==> src/rtl/bxc_pkg.sv <==
package bxc_pkg;
  localparam int HALVES    = 2;
  localparam int SEL_W     = $clog2(HALVES);
  localparam logic OFF_N   = 1'b1;
endpackage

==> src/rtl/bxc_cap_reg.sv <==
module bxc_cap_reg #(
  parameter int W = 12
) (
  input  logic         clk,
  input  logic         rst,
  input  logic         ce_n,
  input  logic [W-1:0] d,
  output logic [W-1:0] q
);
  always_ff @(posedge clk) begin
    if (rst)        q <= '0;
    else if (!ce_n) q <= d;
  end

  AST_HOLD_WHEN_OFF: assert property (@(posedge clk) disable iff (rst)
    ce_n |=> $stable(q)) else $error("hold");
endmodule

==> src/rtl/bxc_ctl.sv <==
module bxc_ctl
  import bxc_pkg::*;
(
  input  logic clk,
  input  logic rst,
  input  logic sel_in,
  input  logic oea_n,
  input  logic oeb_n,
  output logic sel_q,
  output logic a_drive,
  output logic b_drive
);
  logic oea_q_n, oeb_q_n;

  always_ff @(posedge clk) begin
    if (rst) begin
      sel_q   <= 1'b0;
      oea_q_n <= OFF_N;
      oeb_q_n <= OFF_N;
    end else begin
      sel_q   <= sel_in;
      oea_q_n <= oea_n;
      oeb_q_n <= oeb_n;
    end
  end

  assign a_drive = !oea_q_n;
  assign b_drive = !oeb_q_n;

  AST_SEL_LAG: assert property (@(posedge clk) disable iff (rst)
    !$past(rst) |-> sel_q == $past(sel_in)) else $error("sel lag");
  AST_OEA_LAG: assert property (@(posedge clk) disable iff (rst)
    !$past(rst) |-> a_drive == !$past(oea_n)) else $error("oea lag");
  AST_OEB_LAG: assert property (@(posedge clk) disable iff (rst)
    !$past(rst) |-> b_drive == !$past(oeb_n)) else $error("oeb lag");
  AST_RST_OFF: assert property (@(posedge clk)
    rst |=> !a_drive && !b_drive) else $error("reset drive");
endmodule

==> src/rtl/bxc_a2b.sv <==
module bxc_a2b #(
  parameter int NW = 12
) (
  input  logic          clk,
  input  logic          rst,
  input  logic [NW-1:0] a_in,
  input  logic          a1_ce_n,
  input  logic          a2_ce_n,
  output logic [2*NW-1:0] b_data
);
  logic [NW-1:0] stage1, lo_q, hi_q;

  bxc_cap_reg #(.W(NW)) u_stage1 (
    .clk(clk), .rst(rst), .ce_n(a1_ce_n), .d(a_in), .q(stage1));
  bxc_cap_reg #(.W(NW)) u_lo (
    .clk(clk), .rst(rst), .ce_n(a2_ce_n), .d(stage1), .q(lo_q));
  bxc_cap_reg #(.W(NW)) u_hi (
    .clk(clk), .rst(rst), .ce_n(a2_ce_n), .d(a_in), .q(hi_q));

  assign b_data = {hi_q, lo_q};

  AST_LO_FROM_STAGE1: assert property (@(posedge clk) disable iff (rst)
    !a2_ce_n |=> b_data[NW-1:0] == $past(stage1)) else $error("lo");
  AST_HI_FROM_A: assert property (@(posedge clk) disable iff (rst)
    !a2_ce_n |=> b_data[2*NW-1:NW] == $past(a_in)) else $error("hi");
  AST_PAIR: assert property (@(posedge clk) disable iff (rst)
    (!a1_ce_n && a2_ce_n) ##1 (a1_ce_n && !a2_ce_n) |=>
      b_data == {$past(a_in), $past(a_in, 2)}) else $error("pair");
endmodule

==> src/rtl/bxc_b2a.sv <==
module bxc_b2a
  import bxc_pkg::*;
#(
  parameter int NW = 12
) (
  input  logic                clk,
  input  logic                rst,
  input  logic [HALVES*NW-1:0] b_in,
  input  logic [HALVES-1:0]    ce_n,
  input  logic                sel_q,
  output logic [NW-1:0]       a_data
);
  logic [NW-1:0] held [HALVES];

  for (genvar h = 0; h < HALVES; h++) begin : g_half
    bxc_cap_reg #(.W(NW)) u_cap (
      .clk(clk), .rst(rst), .ce_n(ce_n[h]),
      .d(b_in[h*NW +: NW]), .q(held[h]));

    AST_HALF_CAPTURE: assert property (@(posedge clk) disable iff (rst)
      !ce_n[h] |=> held[h] == $past(b_in[h*NW +: NW])) else $error("cap");
  end

  always_comb begin
    a_data = held[0];
    if (sel_q) a_data = held[1];
  end
endmodule

==> src/rtl/nw_bus_exchanger.sv <==
module nw_bus_exchanger
  import bxc_pkg::*;
#(
  parameter int NW = 12,
  localparam int BW = HALVES * NW
) (
  input  logic          clk,
  input  logic          rst,
  input  logic [NW-1:0] a_in,
  input  logic          a1_ce_n,
  input  logic          a2_ce_n,
  output logic [NW-1:0] a_out,
  output logic          a_drive,
  input  logic [BW-1:0] b_in,
  input  logic          b1_ce_n,
  input  logic          b2_ce_n,
  input  logic          half_sel,
  output logic [BW-1:0] b_out,
  output logic          b_drive,
  input  logic          oea_n,
  input  logic          oeb_n
);
  logic sel_q;

  bxc_ctl u_ctl (
    .clk(clk), .rst(rst), .sel_in(half_sel), .oea_n(oea_n), .oeb_n(oeb_n),
    .sel_q(sel_q), .a_drive(a_drive), .b_drive(b_drive));

  bxc_a2b #(.NW(NW)) u_a2b (
    .clk(clk), .rst(rst), .a_in(a_in), .a1_ce_n(a1_ce_n), .a2_ce_n(a2_ce_n),
    .b_data(b_out));

  bxc_b2a #(.NW(NW)) u_b2a (
    .clk(clk), .rst(rst), .b_in(b_in), .ce_n({b2_ce_n, b1_ce_n}),
    .sel_q(sel_q), .a_data(a_out));

  AST_RST_CLEAR: assert property (@(posedge clk)
    rst |=> b_out == '0 && a_out == '0) else $error("reset data");
endmodule

==> config.mk <==
export PLATFORM = sky130hd
export DESIGN_NAME = nw_bus_exchanger
export DESIGN_NICKNAME = d
export VERILOG_FILES = /design/src/rtl/bxc_pkg.sv /design/src/rtl/bxc_cap_reg.sv /design/src/rtl/bxc_ctl.sv /design/src/rtl/bxc_a2b.sv /design/src/rtl/bxc_b2a.sv /design/src/rtl/nw_bus_exchanger.sv
export SDC_FILE = /design/constraint.sdc
export NUM_CORES = 1
export LEC_CHECK = 0
export ABC_AREA = 1
export BUFFER_PORTS_ARGS = -buffer_cell sky130_fd_sc_hd__clkbuf_2
export CAP_MARGIN = 40
export CORE_MARGIN = 1
export CORE_UTILIZATION = 46
export DETAILED_ROUTE_END_ITERATION = 10
export PLACE_DENSITY_LB_ADDON = 0.25
export RECOVER_POWER = 100
export SETUP_SLACK_MARGIN = 0.02
export SLEW_MARGIN = 25
export SYNTH_ARGS = -nofsm -noshare
export SYNTH_HDL_FRONTEND = slang
export SYNTH_SLANG_ARGS = --single-unit
==> constraint.sdc <==
create_clock -name clk -period 0.8 [get_ports clk]
set_input_delay 0.24 -clock clk [delete_from_list [all_inputs] [get_ports clk]]
set_output_delay 0.24 -clock clk [all_outputs]
set_load 0.01 [all_outputs]
==> results of run 1 <==
## power breakdown
| group | internal (W) | total, W | leakage, nW | switching [W] |
|---|---|---|---|---|
| Sequential | 0.00336 | 0.00349 | 0.524 | 0.000130 |
| Clock | 0.00199 | 0.00317 | 0.118 | 0.00118 |
| Combinational | 0.000625 | 0.00127 | 1.37 | 0.000643 |
## synth_stat cells
library cell,instances
buf_12,1
buf_2,10
buf_6,7
buf_8,1
dfxtp_1,63
inv_1,63
inv_2,1
nand2_1,132
nor2_1,79
nor2_2,42
o21ai_0,3
o21ai_1,9
or2_1,2
## routing by layer
layer / track usage / vias to the layer above / part of all wire
li1: - / 1364 / -
met1: 0.223 / 1073 / 0.48
met2: 0.302 / 58 / 0.45
met3: 0.0503 / 12 / 0.059
met4: 0.113 / 0 / 0.015
met5: 0 / - / 0
## cell families after synthesis
family,Yosys count
AO/OA/AOI/OAI,12
flip-flops,63
AND/OR/NAND/NOR,255
buffers and inverters,83
## worst max-delay path, delay by kind of cell (launching register included)
kind	cells	cell delay (ns)
AO/OA/AOI/OAI	1	0.12
flip-flops	1	0.38
buffers and inverters	2	0.31
## layout by cell type, fill, tap and decap left out, types with 12 or more instances in the layout
cell,n
buf_6,27
nor2_2,42
clkbuf_8,12
clkbuf_2,43
buf_2,12
o21ai_2,12
nand2_1,127
nor2_1,79
inv_1,61
dfxtp_1,59
## through the flow
stage	instances	hold slack (ns)	instance area [sq um]	TNS, ns
after floorplan	413	0.302	2860	-1.23
after global placement	564	0.429	3370	-4.21
after detailed placement	564	0.433	3370	-5.22
after CTS	579	0.0816	3640	-13.22
after global routing	584	0.0943	3840	-14.51
final	584	0.0888	3840	-12.89
## timing repair
item,CTS,global route
hold buffers,0,0
setup endpoints to repair,38,38
cloned,0,2
resized for setup,25,71
hold endpoints to repair,0,0
buffers inserted,0,3
pin swaps,0,5
## final timing paths
check,end,slack [ns],depth (start not counted)
worst min register to register,u_a2b.u_lo.q[0],0.47,2
worst max-delay path,a_out[11],-0.58,3
worst max register to register,u_a2b.u_lo.q[10],0.06,5
worst min-delay path,u_ctl.oea_q_n,0.09,2
## sequential cells by signal (all words and copies together) (netlist names)
register / cells
u_ctl.sel_q: 1
u_a2b.u_lo.q: 12
u_a2b.u_hi.q: 12
u_ctl.oea_q_n: 1
u_b2a.g_half.u_cap.q: 24
u_a2b.u_stage1.q: 12
u_ctl.oeb_q_n: 1
## final cells by class
type                    instances  share of cell area
clock buffers                  12              0.0430
multi-input cells             267               0.308
clock inverters                 3              0.0169
repair buffers                100               0.214
inverters                      64              0.0625
well taps                      75              0.0244
flip-flops and latches         63               0.330
==> impl_metrics.csv, run 1 <==
group,metric,value,unit
global_routing,overflow,0,
placed_design,io_buffers,82,
finish,final_core_util,0.653,
synthesis,synth_top_cells_by_area,"dfxtp_1 (45%), nand2_1 (18%), nor2_1 (11%)",
worst_setup_path,startpoint_type,"flip-flop",
worst_setup_path,cp-startpoint,"u_ctl.sel_q",
worst_setup_path,worst-setup-path-type,"reg -> out",
placed_design,dp_slack,-0.213,ns
power,ir_drop,1.03,mV
timing,tightest_slew,0.141,ns
synthesis,netlist_instances,413,
timing,final-setup-viol-count,38,
worst_setup_path,crit_path_end_kind,"output pin",
finish,synthToLayoutAreaGrowth,37.5,%
power,leakagePower,2.01,nW
min_path,min_from,"oea_n",
timing,max_freq,727,MHz
global_routing,grt_max_degree,30,
clock_tree,clockRootBuffer,"clkbuf_8",
finish,antennaDiodeCount,0,
clock_tree,clk_latency,0.34,ns
finish,regArea,1270,sq um
floorplan,ios,83,
worst_setup_path,cp.required,0.56,ns
floorplan,core_area,5890,sq um
synthesis,syn_area,2790,sq um
route,drt_iter0_drc,70,
route,drtPass1Iterations,5,
worst_setup_path,critPathMaxStageDelay,0.38,ns
finish,fill_cells,535,
global_routing,grt_pass1_vias,2136,
synthesis,avgSynthCellArea,6.76,sq um
global_routing,antenna_found_initial,0,
placed_design,gp_congestion,0.762,
clock_tree,clockBufferDepth,2,
placed_design,dp_hpwl,3.81,mm
synthesis,synth_mux_area_frac,0,
synthesis,ys_ff_latch,63,
outcome,status,"finished, violations left",
timing,max_slew_margin,0.906,
min_path,hp-class,"in -> reg",
finish,drive_above_1_share,0.354,
synthesis,yosysTopAreaCellShare,0.452,
synthesis,synth-simple-area-share,0.382,
worst_setup_path,arrival,1.14,ns
job,drv_cap,0,
synthesis,synth.largest_area_cell,"dfxtp_1",
finish,multiInputGateArea,1180,sq um
power,power_density,2060,nW/um^2
floorplan,rows,28,
worst_setup_path,r2r_start,"u_a2b.u_lo.q[10]",
global_routing,grt_usage,0.188,
floorplan,initial_core_util,0.474,
synthesis,synth_top_family_by_area,"simple AND/OR/NAND/NOR gates",
clock_tree,cts_tree,"done",
timing,fin_crit_sh,1.72,
floorplan,die_w,79.9,um
synthesis,synth-xor-area-share,0,
route,ant_nets,0,
timing,worst_slack,-0.576,ns
route,vias_per_cell,4.29,
route,wl_per_cell,9.85,um
route,post-route-drc-count,0,
synthesis,ys_warn_count,0,
global_routing,grt_first_pass_wirelength,9.11,mm
route,num_vias,2507,
power,power,0.00793,W
timing,rsz0062_at_grt,"yes",
clock_tree,numCtsBuffers,9,
timing,hold_viol,0,
synthesis,syn_nets,458,
route,wl,5.75,mm
floorplan,die-area,6390,sq um
timing,period_needed,1.38,ns
synthesis,ys_seq_area_frac,0.452,
synthesis,synth_fa_ha_area_frac,0,
floorplan,fp.dieH,79.9,um
worst_setup_path,critPathMaxFanout,5,
timing,slew_violations,0,
worst_setup_path,cp_slowest_cell,"dfxtp_4",
worst_setup_path,crit_chain,"clkbuf_16, o21ai_2, buf_2",
finish,nets,550,
clock_tree,clock-sinks,63,
clock_tree,cts.clk_slew.worst_paths,0.07,ns
synthesis,synth-compound-area-share,0.0215,
clock_tree,htree_levels,3,
outcome,violations,"negative setup slack",
timing,skew,0.00766,ns
synthesis,synth_cell_types,13,
No activity file was read; power rests on OpenSTA's default activity.
==> run 2, diff against run 1 <==
--- a/config.mk
+++ b/config.mk
@@ -6,7 +6,7 @@
 export NUM_CORES = 1
 export LEC_CHECK = 0
 export ABC_AREA = 1
-export BUFFER_PORTS_ARGS = -buffer_cell sky130_fd_sc_hd__clkbuf_2
+export BUFFER_PORTS_ARGS = -buffer_cell sky130_fd_sc_hd__buf_2
 export CAP_MARGIN = 40
 export CORE_MARGIN = 1
 export CORE_UTILIZATION = 46
==> run 2 against run 1 <==
Global-route usage about the same. Design area down 1.4%. Worst setup slack better by 0.015 ns. Worst hold slack better by 0.0067 ns. Total power down 2.2%. Sequential cell count unchanged. Die area unchanged. Wire length down 2.5%. Clock power down 4%. Combinational power about the same. The flow still finishes with violations (negative setup slack). Critical endpoint is now a_out[0]. Via count down 0.32%.
==> impl_metrics.csv, run 2 (synthesis results as in run 1) <==
group,metric,value,unit
outcome,status,"finished, violations left",
outcome,violations,"negative setup slack",
power,power_density,2050,nW/um^2
finish,drive_above_1_share,0.343,
clock_tree,numCtsBuffers,9,
floorplan,die-area,6390,sq um
clock_tree,clockRootBuffer,"clkbuf_8",
global_routing,antenna_found_initial,0,
route,wl_per_cell,9.63,um
placed_design,dp_hpwl,3.91,mm
route,drt_iter0_drc,82,
finish,largest_reg_flops,24,
worst_setup_path,arrival,1.12,ns
power,ir_drop,1.52,mV
clock_tree,cts.clk_slew.worst_paths,0.07,ns
clock_tree,htree_levels,3,
worst_setup_path,crit_path_end_kind,"output pin",
clock_tree,clk_latency,0.33,ns
timing,tightest_slew,0.169,ns
timing,final-setup-viol-count,38,
route,post-route-drc-count,0,
placed_design,placed_cells,565,
route,num_vias,2499,
clock_tree,cts_tree,"done",
power,leakagePower,1.97,nW
finish,regArea,1270,sq um
finish,fill_cells,572,
floorplan,ios,83,
worst_setup_path,crit_chain,"buf_12, nand2_2, o21ai_2, buf_2",
timing,rsz0062_at_grt,"yes",
timing,period_needed,1.36,ns
route,vias_per_cell,4.29,
clock_tree,clockBufferDepth,2,
finish,antennaDiodeCount,0,
global_routing,grt_usage,0.188,
timing,hold_viol,0,
finish,multiInputGateArea,1190,sq um
finish,largest-register,"u_b2a.g_half.u_cap.q",
floorplan,fp.dieH,79.9,um
finish,nets,547,
global_routing,grt_first_pass_wirelength,9.31,mm
route,wl,5.61,mm
timing,skew,0.00559,ns
global_routing,grt_max_degree,37,
worst_setup_path,worst-setup-path-type,"reg -> out",
route,ant_nets,0,
finish,finalNonFillerCells,582,
floorplan,core_area,5890,sq um
timing,worst_slack,-0.561,ns
route,drtPass1Iterations,4,
clock_tree,hold_buffers,0,
timing,slew_violations,0,
placed_design,dp_slack,-0.235,ns
min_path,hp-class,"in -> reg",
finish,synthToLayoutAreaGrowth,35.6,%
finish,final_common_cell,"nand2_1",
timing,max_freq,735,MHz
worst_setup_path,cp_slowest_cell,"dfxtp_4",
worst_setup_path,cp.required,0.56,ns
floorplan,rows,28,
floorplan,die_w,79.9,um
global_routing,grt_pass1_vias,2311,
worst_setup_path,startpoint_type,"flip-flop",
floorplan,initial_core_util,0.474,
finish,final_cell_mix,"nand2_1 (126), nor2_1 (79), inv_1 (63)",
global_routing,overflow,0,
placed_design,io_buffers,82,
timing,max_slew_margin,0.887,
worst_setup_path,critPathMaxFanout,14,
placed_design,gp_congestion,0.744,
timing,fin_crit_sh,1.70,
clock_tree,clock-sinks,63,
job,drv_cap,0,
worst_setup_path,critPathMaxStageDelay,0.38,ns
## run 2: cell count changes in the layout (fill, tap and decap cells not counted), moves of 2 or more
cell      change
dfxtp_2       -2
clkbuf_2     -43
dfxtp_1       +2
buf_2        +43
inv_1         +2
clkbuf_8      -2
inv_2         -2
## run 2: final cells by class
| cell class | count | area share |
|---|---|---|
| clock buffer | 11 | 0.0373 |
| clock inverter | 5 | 0.0215 |
| inverter | 64 | 0.0635 |
| multi-input combinational | 267 | 0.314 |
| sequential | 63 | 0.334 |
| tap | 75 | 0.0248 |
| timing repair buffer | 97 | 0.205 |
## run 2: metrics by stage
| step | instance area, sq um | util | TNS [ns] | total power, W | hold slack, ns |
|---|---|---|---|---|---|
| 6_report | 3790 | 0.643 | -12.34 | 0.00775 | 0.0955 |
| 5_1_grt | 3790 | 0.643 | -14.24 | 0.00816 | 0.0845 |
| 4_1_cts | 3790 | 0.644 | -12.63 | 0.00787 | 0.0812 |
| 3_5_place_dp | 3380 | 0.574 | -6.56 | 0.00467 | 0.426 |
| 2_1_floorplan | 2860 | - | -1.23 | 0.00426 | 0.302 |
| 3_3_place_gp | 3380 | 0.574 | -5.11 | 0.00464 | 0.429 |
## run 2: routing by layer
layer,GRT usage,vias up,routed length [um]
li1,-,1357,-
met1,0.211,1079,2580
met2,0.331,59,2690
met3,0.0629,4,302
met4,0.0643,0,42
met5,0,-,0
## run 2: path summary, 6_finish.rpt
path	slack, ns	startpoint	end	cells after the start
max	-0.56	u_ctl.sel_q	a_out[0]	4
min	0.1	oea_n	u_ctl.oea_q_n	2
max reg2reg	0.08	u_a2b.u_lo.q[9]	u_a2b.u_lo.q[9]	5
min reg2reg	0.47	u_a2b.u_stage1.q[11]	u_a2b.u_lo.q[11]	2
## run 2: repair_timing
item,CTS,global route
buffers inserted,0,1
endpoints found under the setup margin,38,38
cloned,0,0
gates resized for setup,51,4
pin swaps,1,0
## run 2: critical path, delay by kind of cell, from the launching register on
kind / cells / cell delay [ns]
compound gates: 1 / 0.05
simple gates: 1 / 0.07
flops: 1 / 0.38
buf+inv: 2 / 0.29
## run 2: power by group
group / leakage [nW] / internal, W / switching [W]
registers: 0.525 / 0.00336 / 0.000126
clock network: 0.110 / 0.00184 / 0.00119
logic: 1.34 / 0.000602 / 0.000638
total: 1.97 / 0.00580 / 0.00196
==> run 3, diff against run 2 <==
--- a/config.mk
+++ b/config.mk
@@ -9,7 +9,7 @@
 export BUFFER_PORTS_ARGS = -buffer_cell sky130_fd_sc_hd__buf_2
 export CAP_MARGIN = 40
 export CORE_MARGIN = 1
-export CORE_UTILIZATION = 46
+export CORE_UTILIZATION = 25
 export DETAILED_ROUTE_END_ITERATION = 10
 export PLACE_DENSITY_LB_ADDON = 0.25
 export RECOVER_POWER = 100
==> run 3 against run 2 <==
The flow still finishes with violations (negative setup slack). Global-route usage shrank 6.3 points. Critical endpoint is now a_out[7]. Highest routed layer unchanged. Combinational power hardly changed. Design area increased by 2.5%. Register-to-register slack lost 0.03 ns. Sequential power hardly changed. Largest cell class unchanged. Sequential share of layout area fell by 0.84 points. Worst hold slack got worse by 0.011 ns. Via count rose by 1.6%. Critical path type unchanged. Clock power is 6% higher.
==> impl_metrics.csv, run 3 (synthesis results as in run 1) <==
group,metric,value,unit
global_routing,grt_first_pass_wirelength,11.1,mm
timing,final-setup-viol-count,38,
clock_tree,clk_latency,0.34,ns
worst_setup_path,worst-setup-path-type,"reg -> out",
power,switchingPower,0.00213,W
finish,regArea,1260,sq um
global_routing,grt_pass1_vias,2402,
finish,antennaDiodeCount,0,
worst_setup_path,critPathMaxFanout,5,
timing,slew_violations,0,
timing,rsz0062_at_grt,"yes",
worst_setup_path,cp.required,0.56,ns
outcome,violations,"negative setup slack",
route,drtPass1Iterations,4,
timing,worst_slack,-0.576,ns
route,wl,6.75,mm
finish,largest_reg_flops,24,
floorplan,initial_core_util,0.258,
finish,drive_above_1_share,0.341,
route,drt_iter0_drc,99,
floorplan,core_area,10800,sq um
worst_setup_path,arrival,1.14,ns
worst_setup_path,crit_chain,"clkbuf_16, o21ai_2, buf_2",
worst_setup_path,crit_path_end_kind,"output pin",
route,num_vias,2538,
floorplan,ios,83,
timing,fin_crit_sh,1.72,
finish,final_core_util,0.358,
finish,nets,548,
power,intPower,0.00582,W
global_routing,antenna_found_initial,0,
timing,hold_viol,0,
timing,period_needed,1.38,ns
worst_setup_path,startpoint_type,"flip-flop",
worst_setup_path,cp_slowest_cell,"dfxtp_4",
clock_tree,clockBufferDepth,2,
finish,synthToLayoutAreaGrowth,38.9,%
route,post-route-drc-count,0,
timing,max_slew_margin,0.885,
global_routing,overflow,0,
finish,multiInputGateArea,1180,sq um
clock_tree,cts.clk_slew.worst_paths,0.07,ns
global_routing,grt_max_degree,37,
floorplan,rows,38,
route,wl_per_cell,10.4,um
floorplan,die_w,108,um
finish,fill_cells,1181,
power,power,0.00795,W
clock_tree,clock-sinks,63,
placed_design,dp_slack,-0.220,ns
route,ant_nets,0,
floorplan,fp.dieH,108,um
min_path,hp-class,"in -> reg",
power,ir_drop,0.735,mV
finish,finalNonFillerCells,648,
clock_tree,clockRootBuffer,"clkbuf_8",
timing,max_freq,727,MHz
clock_tree,numCtsBuffers,9,
timing,tightest_slew,0.173,ns
placed_design,io_buffers,82,
job,drv_cap,0,
power,power_density,2050,nW/um^2
finish,largest-register,"u_b2a.g_half.u_cap.q",
power,switching_share,0.268,
floorplan,die-area,11600,sq um
placed_design,placed_cells,628,
global_routing,grt_usage,0.125,
finish,final_common_cell,"nand2_1",
timing,skew,0.00786,ns
clock_tree,cts_tree,"done",
clock_tree,hold_buffers,0,
outcome,status,"finished, violations left",
clock_tree,htree_levels,3,
worst_setup_path,critPathMaxStageDelay,0.38,ns
power,power_frac_clock,0.403,
power,power.share.combinational,0.159,
placed_design,gp_congestion,0.812,
route,vias_per_cell,3.92,
finish,final_cell_mix,"nand2_1 (128), nor2_1 (79), inv_1 (63)",
power,p_seq_frac,0.438,
power,leakagePower,1.99,nW
placed_design,dp_hpwl,4.71,mm
[run 3: cell types whose count changed in the layout (fill, tap and decap cells not counted), sizes merged]
cell,before,now
inv,64,66
buf,94,95
clkbuf,14,13
clkinv,2,1
[run 3: power by group through the flow]
stage | logic [W] | clock network [W] | registers [W]
floorplan | 0.000706 | 0 | 0.00356
global placement | 0.00114 | 0 | 0.00353
detailed placement | 0.00116 | 0 | 0.00354
CTS | 0.00126 | 0.00335 | 0.00350
global route | 0.00144 | 0.00348 | 0.00351
finish | 0.00126 | 0.00321 | 0.00348
[run 3: layout make-up]
cell class                 count  share of cell area
sequential                    63               0.326
multi-input combinational    267               0.305
timing repair buffer          98               0.203
inverter                      64              0.0619
tap                          140              0.0451
clock buffer                  10              0.0355
clock inverter                 6              0.0235
[run 3: path summary, 6_finish.rpt]
path | startpoint | slack [ns] | endpoint | cells after the start
min | oea_n | 0.08 | u_ctl.oea_q_n | 2
min reg2reg | u_a2b.u_stage1.q[8] | 0.48 | u_a2b.u_lo.q[8] | 2
max | u_ctl.sel_q | -0.58 | a_out[7] | 3
max reg2reg | u_a2b.u_lo.q[3] | 0.05 | u_a2b.u_lo.q[3] | 5
[run 3: per-layer routing]
metal	wire length, um	vias up	GRT usage
met5	0	-	0
met4	101	0	0.0587
met3	519	12	0.0442
met2	3180	71	0.212
met1	2950	1099	0.139
li1	-	1356	-
[run 3: critical path: cells and delay by family, from the launching register on]
| family | cells | cell delay, ns |
|---|---|---|
| AOI/OAI and AO/OA | 1 | 0.11 |
| DFF | 1 | 0.38 |
| buffers and inverters | 2 | 0.30 |
[run 3: what timing repair did]
action,4_1_cts,5_1_grt
gates resized for setup,51,0
pin swaps,0,3
setup endpoints to repair,38,38
cloned,0,2
buffers inserted,0,2
[run 3: per-stage QoR]
step / cell area, sq um / hold WS, ns / setup TNS (ns)
after global placement: 3450 / 0.418 / -6.20
final: 3880 / 0.0841 / -13.00
after CTS: 3860 / 0.0568 / -13.56
after floorplan: 2860 / 0.302 / -1.23
after detailed placement: 3450 / 0.429 / -6.45
after global routing: 3880 / 0.0684 / -15.00
